File: config.mk
export PLATFORM = sky130hd
export DESIGN_NAME = bsu_top
export DESIGN_NICKNAME = d
export VERILOG_FILES = /design/src/rtl/bsu_pkg.sv /design/src/rtl/bsu_ctrl.sv /design/src/rtl/bsu_datapath.sv /design/src/rtl/bsu_top.sv
export SDC_FILE = /design/constraint.sdc
export NUM_CORES = 1
export LEC_CHECK = 0
export BUFFER_PORTS_ARGS = -buffer_cell sky130_fd_sc_hd__buf_2
export CAP_MARGIN = 20
export CORE_MARGIN = 3
export CORE_UTILIZATION = 50
export CTS_CLUSTER_SIZE = 20
export DETAILED_ROUTE_END_ITERATION = 10
export GPL_TIMING_DRIVEN = 0
export PLACE_DENSITY_LB_ADDON = 0.12
export RECOVER_POWER = 25
export SYNTH_ARGS = -nofsm -noshare
export SYNTH_HDL_FRONTEND = slang
export SYNTH_SLANG_ARGS = --single-unit
export TNS_END_PERCENT = 30
File: constraint.sdc
create_clock -name clk -period 4.3 [get_ports clk]
set_input_delay 0.86 -clock clk [delete_from_list [all_inputs] [get_ports clk]]
set_output_delay 0.86 -clock clk [all_outputs]
set_load 0.1 [all_outputs]
File: src/rtl/bsu_pkg.sv
package bsu_pkg;
  localparam int OP_W = 9;
  localparam logic [OP_W-1:0] OP_MASK_SET = 9'h019;
  localparam logic [OP_W-1:0] OP_SHUFFLE  = 9'h04c;

  typedef struct packed {
    logic maskSet;
    logic shuffle;
  } bsu_strobe_t;
endpackage

File: src/rtl/bsu_ctrl.sv
module bsu_ctrl
  import bsu_pkg::*;
(
  input  logic            clk,
  input  logic            rstN,
  input  logic            reqValid,
  input  logic [OP_W-1:0] reqOp,
  output bsu_strobe_t     strobe,
  output logic            rspValid
);
  logic isMaskSet;
  logic isShuffle;

  always_comb begin
    isMaskSet = (reqOp == OP_MASK_SET);
    isShuffle = (reqOp == OP_SHUFFLE);
    strobe.maskSet = reqValid && isMaskSet;
    strobe.shuffle = reqValid && isShuffle;
  end

  always_ff @(posedge clk) begin
    if (!rstN) rspValid <= 1'b0;
    else       rspValid <= strobe.maskSet || strobe.shuffle;
  end
endmodule

File: src/rtl/bsu_datapath.sv
module bsu_datapath
  import bsu_pkg::*;
#(
  parameter int DATA_W = 64,
  parameter int LANE_W = 8,
  parameter int SEL_W  = 4
) (
  input  logic              clk,
  input  logic              rstN,
  input  bsu_strobe_t       strobe,
  input  logic [DATA_W-1:0] opA,
  input  logic [DATA_W-1:0] opB,
  output logic [DATA_W-1:0] rspData,
  output logic [DATA_W-1:0] statusReg
);
  localparam int LANES  = DATA_W / LANE_W;
  localparam int MASK_W = LANES * SEL_W;
  localparam int LO_W   = DATA_W - MASK_W;
  localparam int POOL_W = 2 * DATA_W;

  logic [DATA_W-1:0] sum;
  logic [MASK_W-1:0] maskHi;
  logic [POOL_W-1:0] pool;
  logic [DATA_W-1:0] shuffled;

  assign sum  = opA + opB;
  assign pool = {opB, opA};

  // One selector per output lane; the pool spans both operands.
  for (genvar lane = 0; lane < LANES; lane++) begin : g_lane
    logic [SEL_W-1:0] sel;
    assign sel = maskHi[lane*SEL_W +: SEL_W];
    assign shuffled[lane*LANE_W +: LANE_W] = pool[sel*LANE_W +: LANE_W];
  end

  always_ff @(posedge clk) begin
    if (!rstN) maskHi <= '0;
    else if (strobe.maskSet) maskHi <= sum[MASK_W-1:0];
  end

  always_ff @(posedge clk) begin
    if (!rstN) rspData <= '0;
    else if (strobe.maskSet) rspData <= sum;
    else if (strobe.shuffle) rspData <= shuffled;
  end

  assign statusReg = {maskHi, {LO_W{1'b0}}};
endmodule

File: src/rtl/bsu_top.sv
module bsu_top
  import bsu_pkg::*;
#(
  parameter int DATA_W = 64,
  parameter int LANE_W = 8,
  parameter int SEL_W  = 4
) (
  input  logic              clk,
  input  logic              rstN,
  input  logic              reqValid,
  input  logic [8:0]        reqOp,
  input  logic [DATA_W-1:0] opA,
  input  logic [DATA_W-1:0] opB,
  output logic              rspValid,
  output logic [DATA_W-1:0] rspData,
  output logic [DATA_W-1:0] statusReg
);
  bsu_strobe_t strobe;

  bsu_ctrl u_ctrl (
    .clk(clk), .rstN(rstN), .reqValid(reqValid), .reqOp(reqOp),
    .strobe(strobe), .rspValid(rspValid)
  );

  bsu_datapath #(.DATA_W(DATA_W), .LANE_W(LANE_W), .SEL_W(SEL_W)) u_dp (
    .clk(clk), .rstN(rstN), .strobe(strobe), .opA(opA), .opB(opB),
    .rspData(rspData), .statusReg(statusReg)
  );
endmodule

==> Word level (Yosys, flattened, before mapping) <==
Index checks and enable logic that the tools add are counted.
{ "classes": {"add_sub_neg": 1, "multipliers": 0, "n_div": 0, "magnitude_cmp": 0, "n_eq_ne": 2, "n_shift": 8, "muxes": 2, "bitwise_logic": 0, "n_reduce_logical": 4} }
{ "op_table": {"columns": ["op", "n"], "rows": [
  ["$shiftx 128x8->8", 8],
  ["$mux 64", 2],
  ["$add 64x64->64", 1],
  ["$eq 9x5->1 const B", 1],
  ["$eq 9x7->1 const B", 1],
  ["$logic_and 1x1->1", 2],
  ["$reduce_bool 2->1", 1],
  ["$logic_or 1x1->1", 1]
]} }
{ "totals": {"regBits": 97, "latch_bits": 0, "ram_bits": 0, "rom_bits": 0, "inputBits": 140, "word_cells": 20, "mem_count": 0} }

==> Longest topological paths before layout <==
{ "depth": {"ltp_word": 4, "mapped_depth": 11} }

==> By module <==
Synthesis repeated with hierarchy kept, for this count alone.
{ "unflattened": {"hier_cells": 1394, "area_unflattened_um2": 15531.1} }
{ "by_module_without_submodules": {"columns": ["mod", "instances", "cells_each", "area_each_um2", "seq_area_each_um2"], "rows": [
  ["bsu_datapath", 1, 1385, 15454.8, 1921.8],
  ["bsu_ctrl", 1, 9, 76.3, 20.0]
]} }

==> Worst setup path after synthesis <==
OpenSTA, ideal clock, no wires.
{ "synth_path": {"kind": "input port to flip-flop", "start": "in opA[0]", "end": "reg u_dp.rspData[60]", "arrival_ns": 3.137, "t_required_ns": 4.168, "setup_slack_ns": 1.030, "stages": 11, "path_buffers": 0, "cell_sequence": "ha_1 fa_1 a211oi_1 o21bai_1 o211ai_1 a21oi_1 o211ai_1 a211oi_1 nor3_1 xor2_1 a21oi_1"} }
{ "synth_between": {"elab_chain_cells": 2} }
{ "synth_rtl": {"columns": ["item", "line", "text"], "rows": [
  ["from (decl)", "bsu_top.sv:12", "input logic [DATA_W-1:0] opA,"],
  ["$add 64x64->64", "bsu_datapath.sv:26", "assign sum = opA + opB;"],
  ["$mux 64", "bsu_datapath.sv:43", "else if (strobe.maskSet) rspData <= sum;"],
  ["to (signal assigned)", "bsu_datapath.sv:43", null],
  ["to (signal assigned)", "bsu_datapath.sv:44", "else if (strobe.shuffle) rspData <= shuffled;"],
  ["to (decl)", "bsu_datapath.sv:13", "output logic [DATA_W-1:0] rspData,"]
]} }
Every way passes these cells.
A chain may end at the register's enable or synchronous reset.

==> Worst setup path in the final report <==
Ends and elaborated chain as after synthesis.

==> summary.txt <==
Drt
  • Vias per inst: 7.83
  • WL final: 82.5 mm
  • Wire length per cell: 38.4 um
  • Routed Antenna Nets: 0
  • Pre-Repair DR Iteration Count: 6
  • Initial drt markers: 2922
  • # DRC: 0
  • Via count: 16812

STA
  • Fin. max-slew vios: 0
  • Fmax: 0.240 GHz
  • Setup violations, final: 0
  • Setup_tns: 0 ns
  • Final hold viol count: 0
  • Setup Skew: 0.0200 ns
  • RSZ-0062 raised after global routing: false
  • Final Cycle Share: 0.969
  • Slew HR: 0.153
  • Fin worst setup slack: 0.132 ns
  • Fin crit period: 4.17 ns
  • Worst-margin pin slew: 1.27 ns

CTS
  • Cts hold-fix bufs: 0
  • Num CTS Buffers: 9
  • Post-CTS setup buffers: 0
  • Clk sinks: 97
  • Htree depth: 3
  • Reg clk slew, reported paths: 0.09 ns
  • Worst skew pair latency: 0.41 ns
  • Clock Tree Buf Depth: 2
  • CTS root buffer: clkbuf_16
  • CTS tree: yes
  • Cts repair resizes: 0

Synth
  • Post-synthesis mux area share: 0.484
  • Post-Syn Area: 15800 um2
  • Post-Synth Adder-Cell Area: 0.0512
  • Main area contributors after synthesis: mux4_2 46%, dfxtp_1 12%, ha_1 5.0%
  • Synth Area in Compound Gates: 0.158
  • Number of synthesized flops with an enable pin: 0
  • Top cells by count, synth: 320 x mux4_2, 116 x a21oi_1, 104 x nor2_1, 97 x dfxtp_1, 91 x clkbuf_1
  • Synthesis Warnings: 0
  • Synth area leader: mux4_2
  • Asr flop ratio synth: 0
  • Post-Synth Simple-Gate Area: 0.103
  • Cells after synthesis: 1463
  • Synth cell types: 76
  • Synth Area per Inst: 10.8 um2
  • Count leader, synth: mux4_2
  • Main combinational cell family by area after synthesis: multiplexers
  • Dominant synthesized flop cell: dfxtp_1
  • Register area share after synthesis: 0.123
  • XOR/XNOR Fraction of Synth Area: 0.0244
  • #FFs+latches synth: 97
  • Post-synth top area share: 0.456

Final layout
  • Area of the multi-input gates: 13100 um2
  • Fraction of layout cells with a size suffix above 1: 0.349
  • Layout filler cell count: 2787
  • P&R area growth vs syn: 13.0%
  • Nets: 1947
  • FF+latch area: 1940 um2

Pwr
  • P_leak: 6.65 nW
  • PwrDens: 188 nW/um2
  • Peak VDD IR: 0.000273 V

Critical path
  • Worst path cell trace: buf_2 -> ha_1 -> fa_1 -> a211oi_1 -> o21bai_1 -> o211ai_1 -> a21oi_1 -> o211ai_1 -> a211oi_1 -> nor3_1 -> xor2_1 -> a21oi_1
  • CP Buf/Inv Count: 1
  • Critical Path AT: 4.45 ns
  • CP Max Fanout: 9
  • Critical path launch point type: primary input
  • Setup Crit Path Kind: primary input to flop
  • Worst r2r path cells: 7
  • CP required: 4.58 ns
  • CP endpoint kind: flop
  • Slowest cell on crit path: o211ai_1
  • R2R Path Start: u_dp.maskHi[17]
  • Cell family with most CP delay: compound AO/OA/AOI/OAI gates
  • Start point of the critical path: opA[0]
  • Max stage delay on crit path: 0.74 ns
  • Stages on the worst setup path: 12

Floorplanning
  • Core footprint: 30800 um2
  • Io pins: 269
  • Vert. Die Dim: 184 um
  • Initial Utilization: 0.512
  • DIE WIDTH: 184 um
  • Area of the die: 33700 um2
  • Core Rows: 64

Global routing
  • First-pass GRT wire length: 115 mm
  • Number of global-route vias before repair: 16256
  • GRT Total Usage: 0.480
  • Global route overflow: 0
  • Antenna violations before repair: 2
  • Largest net degree at the start of global routing: 15

Placement
  • DP Wirelength: 63.3 mm
  • Final RePlAce weighted congestion: 1.10
  • IO Port Bufs: 235
  • Pre-CTS setup slack: -0.118 ns

Min path
  • Hold path depth: 2
  • Hold WC Path Type: flop to flop
  • Critical hold path startpoint: u_dp.rspData[2]

Job
  • Maxcap violations: 0

Status
  • Status: complete, no violations
[worst paths after layout]
path | end | slack [ns]
max | u_dp.rspData[60] | 0.13
max reg2reg | u_dp.rspData[36] | 1.00
min reg2reg | u_dp.rspData[2] | 0.58
min | u_dp.rspData[2] | 0.58
[per-layer routing]
metal | vias up | track usage | routed length (um)
met5 | - | 0 | 0
met4 | 0 | 0.360 | 8340
met3 | 500 | 0.192 | 13500
met2 | 1839 | 0.706 | 34800
met1 | 7964 | 0.568 | 25900
li1 | 6509 | - | -
[where the power goes]
part	internal (mW)	total (mW)	switching, mW
registers	0.899	0.900	0.000980
clock network	0.447	0.894	0.447
logic	0.525	1.56	1.03
total	1.87	3.35	1.48
[flip-flops by register name (all words and copies together) (netlist names)]
name             flops
u_ctrl.rspValid      1
u_dp.maskHi         32
u_dp.rspData        64
[metrics by stage]
step	cell area, um2	power (mW)	cells	utilization	hold WS [ns]
after global placement	17600	2.38	2125	0.570	0.556
after floorplan	15900	1.82	1494	-	1.01
after global routing	17800	3.40	2143	0.579	0.606
after detailed placement	17600	2.39	2125	0.570	0.559
after CTS	17900	3.25	2139	0.579	0.572
final	17800	3.35	2147	0.579	0.576
[final cells by class]
| type | instances | share of cell area |
|---|---|---|
| clock buffer | 11 | 0.0130 |
| buffer | 176 | 0.0465 |
| clock inverter | 3 | 0.00245 |
| tap | 396 | 0.0278 |
| multi-input combinational | 1206 | 0.733 |
| inverter | 15 | 0.00315 |
| sequential | 97 | 0.109 |
| antenna | 5 | 0.000701 |
| timing repair buffer | 238 | 0.0648 |
[tightest hold or removal path, stage by stage, from the launching register on]
cell and delay, ns:
dfxtp_1 0.32, mux2i_1 0.13, a21oi_1 0.08
[cells by family (layout without fill, tap and decap cells)]
kind of cell	Yosys count	count (layout)
adder cells (fa/ha/maj)	64	64
buffers and inverters	191	443
AND/OR/NAND/NOR	335	335
other	1	37
multiplexers	363	363
flip-flops	97	97
XOR/XNOR	44	44
AO/OA/AOI/OAI	368	368
[layout by cell type, fill, tap and decap left out, types with 4 or more instances in the layout]
cell type / instances
mux4_2: 320
buf_2: 220
clkbuf_1: 141
a21oi_1: 116
nor2_1: 104
dfxtp_1: 97
nand2_1: 83
ha_1: 63
o21a_1: 42
a21o_1: 40
mux2i_1: 38
o21ai_0: 37
buf_4: 32
conb_1: 32
nor3_1: 26
xor2_1: 24
o221ai_1: 24
nand3_1: 21
nand4_1: 20
xnor2_1: 20
buf_1: 19
o21bai_1: 18
and2_1: 17
nor2b_1: 17
o21ai_1: 15
inv_1: 15
a211oi_1: 12
and3_1: 11
clkbuf_16: 9
o211ai_1: 8
nor4_1: 8
or3_1: 7
diode_2: 5
o211a_1: 5
a21boi_0: 5
a31oi_1: 5
nand2b_1: 4
mux2_2: 4
Note: power is estimated with default switching activity, not from simulation.
